[config.mk]
export PLATFORM = sky130hd
export DESIGN_NAME = tport_mux
export DESIGN_NICKNAME = d
export VERILOG_FILES = /design/src/rtl/tport_pkg.sv /design/src/rtl/tport_regs.sv /design/src/rtl/tport_ccr.sv /design/src/rtl/tport_mux.sv
export SDC_FILE = /design/constraint.sdc
export NUM_CORES = 1
export LEC_CHECK = 0
export BUFFER_PORTS_ARGS = -buffer_cell sky130_fd_sc_hd__buf_2
export CORE_MARGIN = 2
export CORE_UTILIZATION = 55
export CTS_CLUSTER_SIZE = 14
export DETAILED_ROUTE_END_ITERATION = 10
export GPL_TIMING_DRIVEN = 0
export PLACE_DENSITY_LB_ADDON = 0.25
export REMOVE_ABC_BUFFERS = 1
export SLEW_MARGIN = 10
export SYNTH_ARGS = -nofsm -noshare
export SYNTH_HDL_FRONTEND = slang
export SYNTH_SLANG_ARGS = --single-unit
[constraint.sdc]
create_clock -name clk_i -period 3.9 [get_ports clk_i]
set_input_delay 0.78 -clock clk_i [delete_from_list [all_inputs] [get_ports clk_i]]
set_output_delay 0.78 -clock clk_i [all_outputs]
set_load 0.005 [all_outputs]
[src/rtl/tport_pkg.sv]
package tport_pkg;
  typedef enum logic [2:0] {
    A_DATA = 3'd0,
    A_DIR  = 3'd1,
    A_CTL  = 3'd2,
    A_CCL  = 3'd3,
    A_CCH  = 3'd4
  } addr_e;

  localparam int CTL_W   = 2;
  localparam int CTL_CAP = 0;
  localparam int CTL_OC7 = 1;
  localparam int SHR_PIN = 3;
  localparam int PA_PIN  = 7;
endpackage

[src/rtl/tport_regs.sv]
module tport_regs
  import tport_pkg::*;
#(
  parameter int DW = 8
) (
  input  logic             clk_i,
  input  logic             rst_ni,
  input  logic             we_i,
  input  logic [2:0]       addr_i,
  input  logic [DW-1:0]    wdata_i,
  input  logic [DW-1:0]    tgl_i,
  output logic [DW-1:0]    dir_o,
  output logic [DW-1:0]    dat_o,
  output logic [CTL_W-1:0] ctl_o
);
  logic wr_dat, wr_dir, wr_ctl;

  assign wr_dat = we_i && (addr_i == A_DATA);
  assign wr_dir = we_i && (addr_i == A_DIR);
  assign wr_ctl = we_i && (addr_i == A_CTL);

  always_ff @(posedge clk_i or negedge rst_ni) begin
    if (!rst_ni) begin
      dir_o <= '0;
      dat_o <= '0;
      ctl_o <= '0;
    end else begin
      if (wr_dir) dir_o <= wdata_i;
      if (wr_ctl) ctl_o <= wdata_i[CTL_W-1:0];
      // a bus write takes priority over a timer toggle
      if (wr_dat) dat_o <= wdata_i;
      else        dat_o <= dat_o ^ tgl_i;
    end
  end
endmodule

[src/rtl/tport_ccr.sv]
module tport_ccr #(
  parameter int DW = 8,
  parameter int CW = 2 * DW
) (
  input  logic          clk_i,
  input  logic          rst_ni,
  input  logic          cap_sel_i,
  input  logic          sense_i,
  input  logic [CW-1:0] cnt_i,
  input  logic          we_lo_i,
  input  logic          we_hi_i,
  input  logic [DW-1:0] wdata_i,
  output logic [CW-1:0] ccr_o,
  output logic          cap_stb_o,
  output logic          match_o
);
  logic sense_q;
  logic pin_edge;

  assign pin_edge = sense_i ^ sense_q;
  assign match_o  = !cap_sel_i && (cnt_i == ccr_o);

  always_ff @(posedge clk_i or negedge rst_ni) begin
    if (!rst_ni) begin
      sense_q   <= 1'b0;
      cap_stb_o <= 1'b0;
      ccr_o     <= '1;
    end else begin
      sense_q   <= sense_i;
      cap_stb_o <= cap_sel_i && pin_edge;
      if (cap_sel_i) begin
        if (pin_edge) ccr_o <= cnt_i;
      end else begin
        if (we_lo_i) ccr_o[DW-1:0]  <= wdata_i;
        if (we_hi_i) ccr_o[CW-1:DW] <= wdata_i;
      end
    end
  end


  cap_latch_chk: assert property (@(posedge clk_i) disable iff (!rst_ni)
    cap_stb_o |-> (ccr_o == $past(cnt_i)));


  no_strobe_chk: assert property (@(posedge clk_i) disable iff (!rst_ni)
    !cap_sel_i |=> !cap_stb_o);


  ccr_hold_chk: assert property (@(posedge clk_i) disable iff (!rst_ni)
    (cap_sel_i && (sense_i == sense_q)) |=> $stable(ccr_o));
endmodule

[src/rtl/tport_mux.sv]
module tport_mux
  import tport_pkg::*;
#(
  parameter int DW = 8
) (
  input  logic            clk_i,
  input  logic            rst_ni,
  input  logic            we_i,
  input  logic [2:0]      addr_i,
  input  logic [DW-1:0]   wdata_i,
  output logic [DW-1:0]   rdata_o,
  input  logic [DW-1:0]   pin_i,
  output logic [DW-1:0]   pin_o,
  output logic [DW-1:0]   pin_oe_o,
  input  logic [2*DW-1:0] cnt_i,
  input  logic            cmp7_i,
  output logic            cap_stb_o,
  output logic            pa_o
);
  localparam int CW = 2 * DW;

  logic [DW-1:0]    dir, dat, tgl, pin_lvl;
  logic [CTL_W-1:0] ctl;
  logic [CW-1:0]    ccr;
  logic             match;

  tport_regs #(.DW(DW)) u_regs (
    .clk_i   (clk_i),
    .rst_ni  (rst_ni),
    .we_i    (we_i),
    .addr_i  (addr_i),
    .wdata_i (wdata_i),
    .tgl_i   (tgl),
    .dir_o   (dir),
    .dat_o   (dat),
    .ctl_o   (ctl)
  );

  tport_ccr #(.DW(DW), .CW(CW)) u_ccr (
    .clk_i     (clk_i),
    .rst_ni    (rst_ni),
    .cap_sel_i (ctl[CTL_CAP]),
    .sense_i   (pin_lvl[SHR_PIN]),
    .cnt_i     (cnt_i),
    .we_lo_i   (we_i && (addr_i == A_CCL)),
    .we_hi_i   (we_i && (addr_i == A_CCH)),
    .wdata_i   (wdata_i),
    .ccr_o     (ccr),
    .cap_stb_o (cap_stb_o),
    .match_o   (match)
  );

  // per-pin level and timer toggle selection
  for (genvar i = 0; i < DW; i++) begin : g_pin
    assign pin_lvl[i] = dir[i] ? dat[i] : pin_i[i];
    if (i == SHR_PIN) begin : g_oc
      assign tgl[i] = match && dir[i];
    end else if (i == PA_PIN) begin : g_oc7
      assign tgl[i] = cmp7_i && ctl[CTL_OC7] && dir[i];
    end else begin : g_gpio
      assign tgl[i] = 1'b0;
    end
  end

  assign pin_o    = dat;
  assign pin_oe_o = dir;
  assign pa_o     = pin_lvl[PA_PIN];

  always_comb begin
    rdata_o = '0;
    case (addr_i)
      A_DATA:  rdata_o = pin_lvl;
      A_DIR:   rdata_o = dir;
      A_CTL:   rdata_o[CTL_W-1:0] = ctl;
      A_CCL:   rdata_o = ccr[DW-1:0];
      A_CCH:   rdata_o = ccr[CW-1:DW];
      default: rdata_o = '0;
    endcase
  end


  dir_read_chk: assert property (@(posedge clk_i) disable iff (!rst_ni)
    (addr_i == A_DIR) |-> (rdata_o == pin_oe_o));


  pin3_hold_chk: assert property (@(posedge clk_i) disable iff (!rst_ni)
    (!pin_oe_o[SHR_PIN] && !(we_i && addr_i == A_DATA)) |=> $stable(pin_o[SHR_PIN]));
endmodule

; ---- Word level (Yosys, flattened, before mapping)
; Cells that the tools add are included.
[totals]
ff_bits = 36
input_bits = 39
elab_cells = 46
[classes]
n_eq_ne = 6
n_mux = 15
n_bitwise = 2
n_reduce_logical = 16
[ops]
columns = operator, n
row1 = $mux 16, 2
row2 = $mux 8, 3
row3 = $pmux 6 s4, 1
row4 = $eq 16x16->1, 1
row5 = $logic_and 1x1->1, 10
row6 = $pmux 2 s5, 1
row7 = $mux 1, 8
row8 = $xor 8x8->8, 1
row9 = $eq 3x2->1 const B, 2
row10 = $reduce_and 2->1, 2
row11 = $reduce_bool 2->1, 2
row12 = $eq 3x1->1 const B, 1
row13 = $eq 3x3->1 const B, 1
row14 = $logic_not 3->1, 1
row15 = $ne 2x1->1 const B, 1
row16 = $logic_not 1->1, 1
row17 = $xor 1x1->1, 1

; ---- Depth between registers and ports, before layout
; Gate-level depths: netlist (run 1).
[depth]
depth_word = 5
depth_mapped = 7

; ---- Cells and area by module
; A second synthesis (run 1) with hierarchy kept.
[unflattened]
cells_unflattened = 214
area_unflattened_um2 = 2260.9
[by_module_without_submodules]
columns = mod, n_inst, cells_per_inst, area_each_um2, seq_area_each_um2
row1 = tport_ccr, 1, 104, 1054.8, 470.5
row2 = tport_regs, 1, 49, 804.5, 450.4
row3 = tport_mux, 1, 61, 401.6, 0.0

; ---- Least setup slack after synthesis (run 1)
; No wires, ideal clock.
[synth_path]
path_type = input-to-output
startpoint = input addr_i[0]
endpoint = output rdata_o[3]
t_arrival_ns = 1.713
t_required_ns = 3.120
path_slack_ns = 1.407
path_stages = 6
path_buffers = 2
path_cell_list = clkbuf_1 -> buf_2 -> mux2i_1 -> nor2_1 -> a21oi_1 -> o21ai_0
[synth_between]
elab_chain_cells = 2
elab_cells_between_ends = 5
[synth_rtl]
columns = element, line
row1 = from (decl), tport_mux.sv:9  ; input logic [2:0] addr_i,
row2 = $eq 3x3->1 (tied with other cells), tport_mux.sv:71  ; case (addr_i)
row3 = $pmux 6 s4 *, tport_mux.sv:71
row4 = to (decl), tport_mux.sv:11  ; output logic [DW-1:0] rdata_o,
; Mark *: on every way between the ends. The rest lies on a longest branch, timed or not.

; ---- Worst setup path after layout (run 1)
[layout_path]
startpoint = input addr_i[1]
endpoint = output rdata_o[0]
[layout_between]
elab_chain_cells = 2
elab_cells_between_ends = 6
[layout_rtl]
columns = element, line
row1 = $eq 3x3->1 (tied with other cells), tport_mux.sv:71
row2 = $pmux 2 s5 *, tport_mux.sv:71
; Marks and branches as above.

==> qor.log, run 1 <==
qor: grt.grt_pass1_vias 1684
qor: setup_path.reg2regPathDepth 3
qor: yosys.post_synth.cell_area_avg 10.2 µm²
qor: yosys.synth-seq-area-share 43.3%
qor: power_and_ir_drop.share_clk_of_total_power 17.2%
qor: timing.final_period_minus_worst_setup_slack 2.71 ns
qor: die.starting_utilization_of_the_core_area 57.7%
qor: setup_path.critPathLaunchType input pin
qor: power_and_ir_drop.share_comb_of_total_power 33.3%
qor: yosys.syn_area 2130 µm²
qor: cells_and_area.nNetsFinal 308
qor: setup_path.critPathKind input pin to output pin
qor: timing.relSlewSlack 27.7%
qor: power_and_ir_drop.p_int 931 µW
qor: clocking.cts.root.buffer_cell clkbuf_8
qor: clocking.clk_pin_slew 0.07 ns
qor: cells_and_area.final_layout_size_suffix_gt1_share 42.0%
qor: power_and_ir_drop.switchingPower 484 µW
qor: grt.maximum_number_of_pins_on_one_net_before_global_route_repair 37
qor: die.io-pin-count 65
qor: yosys.post_synthesis_cell_type_count 32
qor: min_path.worst_hold_path_type flop to flop
qor: timing.final-hold-violation-count 0
qor: drt.detail_route.vias_per_cell 5.61
qor: drt.wl_per_cell 15.6 µm
qor: power_and_ir_drop.share_of_total_power_consumed_by_net_switching 34.2%
qor: run.max_cap_violations 0
qor: die.row_count 22
qor: clocking.cts_tree done
qor: yosys.synthCells 208
qor: power_and_ir_drop.power.sequential.fraction 49.5%
qor: place.post_dp_cell_area 2460 µm²
qor: cells_and_area.final_util 68.8%
qor: clocking.cts.repair_timing.setup_buffer_count 0
qor: place.dpl.hpwl 3510 µm
qor: cells_and_area.layout_commonest_cell buf_2
qor: die.die_y_extent 66.2 µm
qor: die.die-width 66.2 µm
qor: drt.routed-via-count 1777
qor: timing.timing.final.crit_share 69.4%
qor: place.detailedPlace.worstSlack 1.23 ns
qor: drt.drt-total-wl 4940 µm
qor: die.core_region_area 3690 µm²
qor: grt.globalRouteOverflowTotal 0
qor: clocking.number_of_sinks_handled_by_clock_tree_synthesis 36
qor: yosys.synth_enable_flop_cells 0
qor: min_path.hold_path_depth 2
qor: place.place_congestion 0.817
qor: timing.finalMaxSlewViolations 0
qor: power_and_ir_drop.cellLeakagePower 0.00115 µW
qor: setup_path.category_of_the_worst_setup_path_capture_point output pin
qor: clocking.cts_buffer_depth 2
qor: timing.setup-violations-final 0
qor: cells_and_area.synthToLayoutAreaGrowth 19.2%
qor: timing.hold_ws 0.488 ns
qor: place.buffer_ports.inserted 64
qor: clocking.postCtsHoldBufs 0
qor: yosys.postSynthRegisterBits 36
qor: clocking.postCtsResizedCells 0
qor: drt.drt_first_iter_violations 101
qor: yosys.async_reset_ff_share 100%
qor: yosys.ys_dominant_reg_cell dfrtp_1
qor: setup_path.required 3.12 ns
qor: clocking.number_of_buffers_created_by_cts 5
qor: yosys.ys_warn_count 0
qor: status.run_status complete, no violations
qor: grt.grt_first_pass_wirelength 7920 µm
qor: setup_path.worst-r2r-setup-slack 1.69 ns
qor: setup_path.cp_max_fo 20
qor: setup_path.critPathArrivalTime 1.93 ns
qor: drt.drc 0
qor: cells_and_area.design_area 2540 µm²
qor: power_and_ir_drop.power_dens_cells 557 nW/µm²
qor: timing.final_critical_path_setup_slack 1.19 ns
qor: drt.post_detailed_route_count_of_antenna_violating_nets 0
qor: timing.rsz_0062_raised_after_global_routing no
qor: clocking.worstSkewPairLatency 0.28 ns
qor: die.area_of_the_die 4380 µm²
qor: timing.worst_slew_pin_slew 1.08 ns
qor: grt.grt_use_total 24.3%
qor: drt.firstDrtPassIters 4
qor: grt.antenna_found_initial 0
qor: timing.fin_worst_skew 0.00272 ns
qor: power_and_ir_drop.max-vdd-ir-drop 0.327 mV
qor: clocking.ctsHtreeMaxLevel 2
qor: timing.fin_setup_tns 0 ns
qor: cells_and_area.insertedDiodeCount 0
qor: timing.max_clock_freq 369 MHz
qor: cells_and_area.final_cell_mix buf_2, mux2_2, o21ai_0
## synth_stat cells, types with 5 or more instances
cell type,count,area [µm²]
nand2_1,21,78.8
a21oi_1,7,35.0
mux2_2,23,259
mux2i_1,20,200
dfstp_2,16,420
xor2_1,14,123
o21ai_0,22,110
a22oi_1,7,52.6
buf_2,6,30.0
nand3_1,5,25.0
nor2_1,15,56.3
dfrtp_1,20,500
## area by class of cell
cell class | count | area (µm²)
clock inverters | 1 | 5.00
clock buffers | 6 | 72.6
fillers | 319 | 1150
well taps | 48 | 60.1
flip-flops and latches | 36 | 921
multi-input cells | 162 | 1160
repair buffers | 64 | 320
## power groups by stage
stage | Sequential [µW] | Clock, µW | Combinational [µW]
finish | 700 | 243 | 471
global route | 726 | 265 | 526
CTS | 702 | 248 | 474
detailed placement | 705 | 0 | 471
global placement | 700 | 0 | 458
floorplan | 679 | 0 | 309
## path summary, 6_finish.rpt
check | startpoint | to
setup / recovery | addr_i[1] | rdata_o[0]
hold / removal | u_ccr.ccr_o[15] | u_ccr.ccr_o[15]
setup reg to reg | u_regs.ctl_o[0] | u_ccr.ccr_o[2]
hold reg to reg | u_ccr.ccr_o[15] | u_ccr.ccr_o[15]
max in group asynchronous | rst_ni | u_regs.dat_o[7]
min in group asynchronous | rst_ni | u_regs.dat_o[4]
## layer usage
layer  part of all wire [%]  global-route usage (%)
met2                     47                    39.3
met1                     46                    31.9
met5                      0                       0
met3                    5.0                    4.43
met4                    1.9                    10.7
## state kept, by name, summed over array words and instances, names as in the netlist
register and cells:
u_regs.dir_o 8, u_ccr.cap_stb_o 1, u_ccr.sense_q 1, u_regs.ctl_o 2
u_ccr.ccr_o 16, u_regs.dat_o 8
## kinds of logic (layout without fill, tap and decap cells)
kind of cell    Yosys count  after routing  synth area share [%]
compound gates           44             44                  12.5
xor+xnor                 18             18                  7.41
buf+inv                  10             71                  2.29
flops                    36             36                  43.3
mux                      43             43                  21.6
simple gates             57             57                  12.9
## stage by stage
step	total power, µW	std cells
floorplan	988	198
global placement	1160	310
detailed placement	1180	310
CTS	1420	317
global route	1520	317
finish	1410	317
## critical path: stages
cell and delay [ns]:
buf_2 0.35, mux2_2 0.39, a21oi_1 0.16, o22ai_1 0.10, buf_2 0.15
No activity file was read; power rests on OpenSTA's default activity.
==> run 2: changes to the inputs <==
--- a/config.mk
+++ b/config.mk
@@ -5,9 +5,10 @@
 export SDC_FILE = /design/constraint.sdc
 export NUM_CORES = 1
 export LEC_CHECK = 0
+export ABC_AREA = 1
 export BUFFER_PORTS_ARGS = -buffer_cell sky130_fd_sc_hd__buf_2
 export CORE_MARGIN = 2
-export CORE_UTILIZATION = 55
+export CORE_UTILIZATION = 47
 export CTS_CLUSTER_SIZE = 14
 export DETAILED_ROUTE_END_ITERATION = 10
 export GPL_TIMING_DRIVEN = 0
==> constraint.sdc (replaced) <==
create_clock -name clk_i -period 2.3 [get_ports clk_i]
set_input_delay 0.46 -clock clk_i [delete_from_list [all_inputs] [get_ports clk_i]]
set_output_delay 0.46 -clock clk_i [all_outputs]
set_load 0.005 [all_outputs]
==> qor.log, run 2 <==
qor: die.die_y_extent 73.1 µm [+10%]
qor: power_and_ir_drop.p_total 2500 µW [+77%]
qor: drt.detail_route.vias_per_cell 5.14 [-8.3%]
qor: status.run_status complete, no violations
qor: grt.grt_first_pass_wirelength 8940 µm [+13%]
qor: clocking.postCtsResizedCells 0 [unchanged]
qor: setup_path.crit_top_cell buf_2
qor: min_path.worst_hold_path_type input pin to asynchronous set/reset pin
qor: cells_and_area.top_register u_ccr.ccr_o
qor: setup_path.crit_buf_inv 4 [+2]
qor: cells_and_area.fill_cells 433 [+36%]
qor: place.dpl.hpwl 4240 µm [+21%]
qor: cells_and_area.layout_top_registers u_ccr.ccr_o x16, u_regs.dat_o x8, u_regs.dir_o x8
qor: setup_path.r2r-end u_ccr.ccr_o[10]
qor: grt.maximum_number_of_pins_on_one_net_before_global_route_repair 37 [unchanged]
qor: timing.fin_setup_tns 0 ns [unchanged]
qor: yosys.ys_dominant_reg_cell dfrtp_1
qor: cells_and_area.insertedDiodeCount 0 [unchanged]
qor: setup_path.critPathArrivalTime 1.56 ns [-0.37 ns]
qor: drt.routed-via-count 2155 [+21%]
qor: clocking.worstSkewPairLatency 0.29 ns [about the same]
qor: yosys.post_synth.cell_area_avg 7.50 µm² [-27%]
qor: timing.final_period_minus_worst_setup_slack 2.02 ns
qor: place.place_congestion 0.840 [+2.8%]
qor: die.io-pin-count 65 [unchanged]
qor: yosys.synth_largest_area_cell dfrtp_1
qor: clocking.cts_buffer_depth 2 [unchanged]
qor: clocking.number_of_sinks_handled_by_clock_tree_synthesis 36 [unchanged]
qor: yosys.synth_enable_flop_cells 0 [unchanged]
qor: yosys.syn_area 2240 µm² [+5.4%]
qor: timing.final-hold-violation-count 0 [unchanged]
qor: clocking.cts.root.buffer_cell clkbuf_8
qor: die.row_count 25 [+14%]
qor: setup_path.family_of_cells_with_the_greatest_summed_delay_on_the_critical_path buffers and inverters
qor: yosys.ys_warn_count 0 [unchanged]
qor: yosys.synth_largest_type_area_fraction 22.3% [-1.2 points]
qor: place.numPlacedInstances 411 [+33%]
qor: setup_path.critPathSlowestCell nand2_1
qor: drt.drt-total-wl 5550 µm [+12%]
qor: clocking.clk_pin_slew 0.07 ns [about the same]
qor: grt.antenna_found_initial 0 [unchanged]
qor: setup_path.worst-r2r-setup-slack 0.49 ns [-1.20 ns]
qor: place.detailedPlace.worstSlack 0.283 ns [-0.948 ns]
qor: power_and_ir_drop.max-vdd-ir-drop 0.497 mV [+52%]
qor: timing.final_critical_path_setup_slack 0.280 ns [-0.912 ns]
qor: yosys.yosys.cell_count.top_type nand2_1
qor: drt.wl_per_cell 13.2 µm [-15%]
qor: setup_path.reg2regPathDepth 5 [+2]
qor: setup_path.category_of_the_worst_setup_path_capture_point output pin
qor: setup_path.critPathKind input pin to output pin
qor: die.area_of_the_die 5340 µm² [+22%]
qor: power_and_ir_drop.cellLeakagePower 0.00143 µW [+24%]
qor: timing.worst_slew_pin_slew 0.810 ns [-0.274 ns]
qor: cells_and_area.instances_no_fill 419 [+32%]
qor: grt.grt_use_total 22.1% [-2.2 points]
qor: setup_path.timing.critical_path.from addr_i[1]
qor: yosys.synthTopCellsByArea dfrtp_1, dfstp_2, nand2_1, inv_1, o21ai_0
qor: yosys.post_synthesis_cell_type_count 31 [-3.1%]
qor: setup_path.worst_r2r_startpoint u_regs.ctl_o[0]
qor: die.die-width 73.1 µm [+10%]
qor: cells_and_area.final_cell_mix nand2_1, buf_2, inv_1
qor: timing.rsz_0062_raised_after_global_routing no
qor: setup_path.required 1.84 ns [-1.28 ns]
qor: clocking.ctsHtreeMaxLevel 2 [unchanged]
qor: timing.relSlewSlack 46.0% [+18 points]
qor: setup_path.critPathLaunchType input pin
qor: timing.hold_ws 0.258 ns [-0.230 ns]
qor: drt.drt_first_iter_violations 117 [+16%]
qor: drt.drc 0 [unchanged]
qor: cells_and_area.largest_reg_flops 16 [unchanged]
qor: clocking.number_of_buffers_created_by_cts 5 [unchanged]
qor: setup_path.slowest_stage_delay_on_critical_path 0.24 ns [-0.15 ns]
qor: power_and_ir_drop.power_dens_cells 938 nW/µm² [+68%]
qor: yosys.postSynthRegisterBits 36 [unchanged]
qor: clocking.cts.repair_timing.setup_buffer_count 0 [unchanged]
qor: die.starting_utilization_of_the_core_area 48.1% [-9.6 points]
qor: setup_path.cp_max_fo 6 [-70%]
qor: cells_and_area.nNetsFinal 403 [+31%]
qor: timing.finalMaxSlewViolations 0 [unchanged]
qor: timing.setup-violations-final 0 [unchanged]
qor: timing.timing.final.crit_share 87.8%
qor: cells_and_area.synthToLayoutAreaGrowth 18.9%
qor: yosys.synth-seq-area-share 41.0% [-2.2 points]
qor: die.core_region_area 4660 µm² [+26%]
qor: grt.grt_pass1_vias 1916 [+14%]
qor: yosys.async_reset_ff_share 100% [unchanged]
qor: timing.fin_worst_skew 0.00657 ns [+0.00385 ns]
qor: cells_and_area.layout_commonest_cell nand2_1
qor: yosys.synthCells 299 [+44%]
qor: timing.max_clock_freq 495 MHz
qor: drt.firstDrtPassIters 5 [+1]
qor: clocking.cts_tree done
qor: clocking.postCtsHoldBufs 0 [unchanged]
qor: setup_path.crit_chain buf_2 > inv_1 > nand2_1 > inv_2 > a22oi_1 > o221ai_1 > buf_2
qor: grt.globalRouteOverflowTotal 0 [unchanged]
qor: drt.post_detailed_route_count_of_antenna_violating_nets 0 [unchanged]
qor: cells_and_area.final_layout_size_suffix_gt1_share 33.2% [-8.9 points]
qor: run.max_cap_violations 0 [unchanged]
qor: place.buffer_ports.inserted 64 [unchanged]
qor: yosys.post_synth_most_frequent_cells nand2_1, inv_1, o21ai_0, dfrtp_1
==> run 2: area by class of cell <==
cell class	instances	area [µm²]	share of cell area [%]
multi-input cells	208	1080	40.5
flip-flops and latches	36	921	34.5
repair buffers	64	320	12.0
inverters	49	184	6.90
clock buffers	6	82.6	3.10
well taps	54	67.6	2.53
clock inverters	2	10.0	0.375
==> run 2: cells by family after synthesis <==
family	count (synthesis)	share of synthesized area (%)
AO/OA/AOI/OAI	70	20.0
XOR/XNOR	1	0.390
buffers and inverters	55	10.8
flip-flops	36	41.0
multiplexers	5	2.34
AND/OR/NAND/NOR	132	25.5
==> run 2: power by group <==
part	switching, µW	total [µW]	internal, µW
Sequential	160	1100	944
Clock	229	468	239
Combinational	551	929	378
Total	941	2500	1560
==> run 2: stage by stage <==
stage / utilization, % / instance area, µm²
after floorplan: - / 2190
after global placement: 55.2 / 2570
after detailed placement: 55.2 / 2570
after CTS: 57.2 / 2670
after global routing: 57.2 / 2670
final: 57.2 / 2670
==> run 2: layer usage <==
layer	up-vias	share of wire [%]	track usage (%)
li1	1095	-	-
met5	-	0	0
met4	0	2.4	9.26
met1	977	45	30.3
met3	12	5.6	5.11
met2	71	47	33.5
==> run 2: worst max-delay path by stage <==
| stage | end | slack (ns) | cells after the start |
|---|---|---|---|
| after floorplan | rdata_o[5] | 0.75 | 7 |
| after global placement | rdata_o[7] | 0.27 | 7 |
| after detailed placement | rdata_o[5] | 0.28 | 9 |
| after CTS | rdata_o[5] | 0.28 | 9 |
| after global routing | rdata_o[5] | 0.15 | 9 |
| final | rdata_o[7] | 0.28 | 7 |
==> run 3: changes to the inputs <==
--- a/config.mk
+++ b/config.mk
@@ -6,12 +6,13 @@
 export NUM_CORES = 1
 export LEC_CHECK = 0
 export ABC_AREA = 1
-export BUFFER_PORTS_ARGS = -buffer_cell sky130_fd_sc_hd__buf_2
 export CORE_MARGIN = 2
-export CORE_UTILIZATION = 47
+export CORE_UTILIZATION = 57
 export CTS_CLUSTER_SIZE = 14
 export DETAILED_ROUTE_END_ITERATION = 10
+export DONT_BUFFER_PORTS = 1
 export GPL_TIMING_DRIVEN = 0
+export MAX_ROUTING_LAYER = met4
 export PLACE_DENSITY_LB_ADDON = 0.25
 export REMOVE_ABC_BUFFERS = 1
 export SLEW_MARGIN = 10
==> qor.log, run 3 (synthesis gave the netlist of run 2 again) <==
qor: setup_path.critPathLaunchType flop
qor: setup_path.crit_buf_inv 0 [-4]
qor: die.area_of_the_die 4450 µm² [-17%]
qor: power_and_ir_drop.p_total 2480 µW [-0.75%]
qor: setup_path.required 1.84 ns [about the same]
qor: timing.timing.final.crit_share 83.4% [-4.4 points]
qor: drt.firstDrtPassIters 6 [+1]
qor: timing.max_clock_freq 521 MHz [+5.3%]
qor: min_path.worst_hold_path_type input pin to flop
qor: cells_and_area.top_register u_ccr.ccr_o
qor: setup_path.slowest_stage_delay_on_critical_path 0.47 ns [+0.23 ns]
qor: die.die_y_extent 66.7 µm [-8.7%]
qor: min_path.endpoint_of_the_worst_hold_timing_path u_regs.dir_o[3]
qor: timing.setup-violations-final 0 [unchanged]
qor: setup_path.reg2regPathDepth 5 [unchanged]
qor: drt.detail_route.vias_per_cell 5.48 [+6.6%]
qor: cells_and_area.fill_cells 345 [-20%]
qor: timing.rsz_0062_raised_after_global_routing no
qor: status.run_status complete, no violations
qor: min_path.hold_path_depth 1
qor: die.die-width 66.7 µm [-8.7%]
qor: clocking.worstSkewPairLatency 0.30 ns [about the same]
qor: clocking.cts_tree done
qor: clocking.postCtsResizedCells 0 [unchanged]
qor: setup_path.cp_max_fo 6 [unchanged]
qor: clocking.clk_pin_slew 0.08 ns [about the same]
qor: die.io-pin-count 65 [unchanged]
qor: power_and_ir_drop.power_dens_cells 1040 nW/µm² [+11%]
qor: grt.grt_pass1_vias 1947 [+1.6%]
qor: die.core_region_area 3720 µm² [-20%]
qor: grt.maximum_number_of_pins_on_one_net_before_global_route_repair 37 [unchanged]
qor: cells_and_area.final_cell_mix nand2_1, inv_1, o21ai_0
qor: clocking.number_of_buffers_created_by_cts 5 [unchanged]
qor: cells_and_area.layout_top_registers u_ccr.ccr_o x16, u_regs.dat_o x8, u_regs.dir_o x8
qor: drt.routed-via-count 1924 [-11%]
qor: place.place_congestion 0.871 [+3.6%]
qor: grt.globalRouteOverflowTotal 0 [unchanged]
qor: setup_path.crit_chain nor2_1 > a21oi_2 > a22oi_1 > o221ai_1
qor: drt.drt_first_iter_violations 180 [+54%]
qor: grt.antenna_found_initial 0 [unchanged]
qor: cells_and_area.largest_reg_flops 16 [unchanged]
qor: clocking.ctsHtreeMaxLevel 2 [unchanged]
qor: clocking.cts.root.buffer_cell clkbuf_8
qor: cells_and_area.insertedDiodeCount 0 [unchanged]
qor: place.dpl.hpwl 3980 µm [-6.3%]
qor: cells_and_area.layout_commonest_cell nand2_1
qor: timing.fin_setup_tns 0 ns [unchanged]
qor: setup_path.critPathKind flop to output pin
qor: min_path.worst_hold_startpoint wdata_i[3]
qor: grt.grt_first_pass_wirelength 8760 µm [-2.0%]
qor: clocking.cts_buffer_depth 2 [unchanged]
qor: drt.post_detailed_route_count_of_antenna_violating_nets 0 [unchanged]
qor: setup_path.critPathArrivalTime 1.46 ns [-0.10 ns]
qor: run.max_cap_violations 0 [unchanged]
qor: setup_path.worst_r2r_startpoint u_regs.ctl_o[0]
qor: setup_path.worst-r2r-setup-slack 0.52 ns [+0.03 ns]
qor: drt.wl_per_cell 15.3 µm [+15%]
qor: timing.finalMaxSlewViolations 0 [unchanged]
qor: timing.worst_slew_pin_slew 0.630 ns [-0.180 ns]
qor: die.row_count 22 [-12%]
qor: setup_path.timing.critical_path.depth 4 [-3]
qor: power_and_ir_drop.max-vdd-ir-drop 0.548 mV [+10%]
qor: die.starting_utilization_of_the_core_area 60.4% [+12 points]
qor: cells_and_area.nNetsFinal 341 [-15%]
qor: timing.final_period_minus_worst_setup_slack 1.92 ns [-0.102 ns]
qor: power_and_ir_drop.cellLeakagePower 0.00118 µW [-18%]
qor: place.buffer_ports.inserted 0 [-100%]
qor: setup_path.r2r-end u_ccr.ccr_o[14]
qor: timing.fin_worst_skew 0.00775 ns [+0.00118 ns]
qor: place.numPlacedInstances 341 [-17%]
qor: setup_path.category_of_the_worst_setup_path_capture_point output pin
qor: timing.final-hold-violation-count 0 [unchanged]
qor: cells_and_area.final_layout_size_suffix_gt1_share 18.8% [-14 points]
qor: cells_and_area.instances_no_fill 351 [-16%]
qor: drt.drt-total-wl 5360 µm [-3.4%]
qor: grt.grt_use_total 27.6% [+5.4 points]
qor: timing.relSlewSlack 57.9% [+12 points]
qor: setup_path.critPathSlowestCell dfrtp_1
qor: cells_and_area.synthToLayoutAreaGrowth 6.25%
qor: setup_path.family_of_cells_with_the_greatest_summed_delay_on_the_critical_path compound AO/OA/AOI/OAI gates
qor: drt.drc 0 [unchanged]
qor: clocking.number_of_sinks_handled_by_clock_tree_synthesis 36 [unchanged]
[run 3: what timing repair did]
action                                  CTS  global route
endpoints found under the setup margin    0             0
hold buffers                              2             0
endpoints found under the hold margin    36             0
setup buffers                             0             0
[run 3: layout make-up]
type                            count  area [µm²]  share of cell area [%]
Multi-Input combinational cell    208        1080                    45.4
Clock buffer                        6        72.6                    3.04
Tap cell                           48        60.1                    2.52
Inverter                           49         184                    7.72
Timing Repair Buffer                2        30.0                    1.26
Clock inverter                      2        35.0                    1.47
Sequential cell                    36         921                    38.6
[run 3: through the flow]
stage                     setup slack, ns  instance area, µm²  hold WS [ns]  utilization (%)
after floorplan                     0.747                2190         0.164                -
after global routing                0.284                2380         0.295             64.1
final                               0.382                2380         0.302             64.1
after CTS                           0.375                2380         0.297             64.1
after detailed placement            0.474                2250         0.166             60.4
after global placement              0.502                2250         0.166             60.4
[run 3: worst max path at each step]
stage | from | slack (ns) | end
after floorplan | addr_i[0] | 0.75 | rdata_o[5]
after global placement | addr_i[0] | 0.50 | rdata_o[5]
after detailed placement | addr_i[0] | 0.47 | rdata_o[5]
after CTS | u_regs.dir_o[7] | 0.37 | rdata_o[7]
after global routing | addr_i[0] | 0.28 | rdata_o[5]
final | u_regs.dir_o[3] | 0.38 | rdata_o[3]
[run 3: metal layers]
metal / vias to the layer above / global-route usage [%] / share of wire, %
li1: 965 / - / -
met1: 878 / 35.5 / 43
met2: 69 / 41.4 / 47
met3: 12 / 5.57 / 7.7
met4: 0 / 13.8 / 2.6
met5: - / - / 0
[run 3: worst reg2reg max path, stage by stage (launching register included)]
cell and delay [ns]:
dfrtp_1 0.50, inv_1 0.52, nand3_1 0.23, nand2_4 0.27, nand2_1 0.12, o21ai_2 0.07
[run 3: where the power goes]
group          total (µW)  internal (µW)  switching, µW
Combinational         803            298            505
Sequential           1120            944            176
Clock                 560            322            238
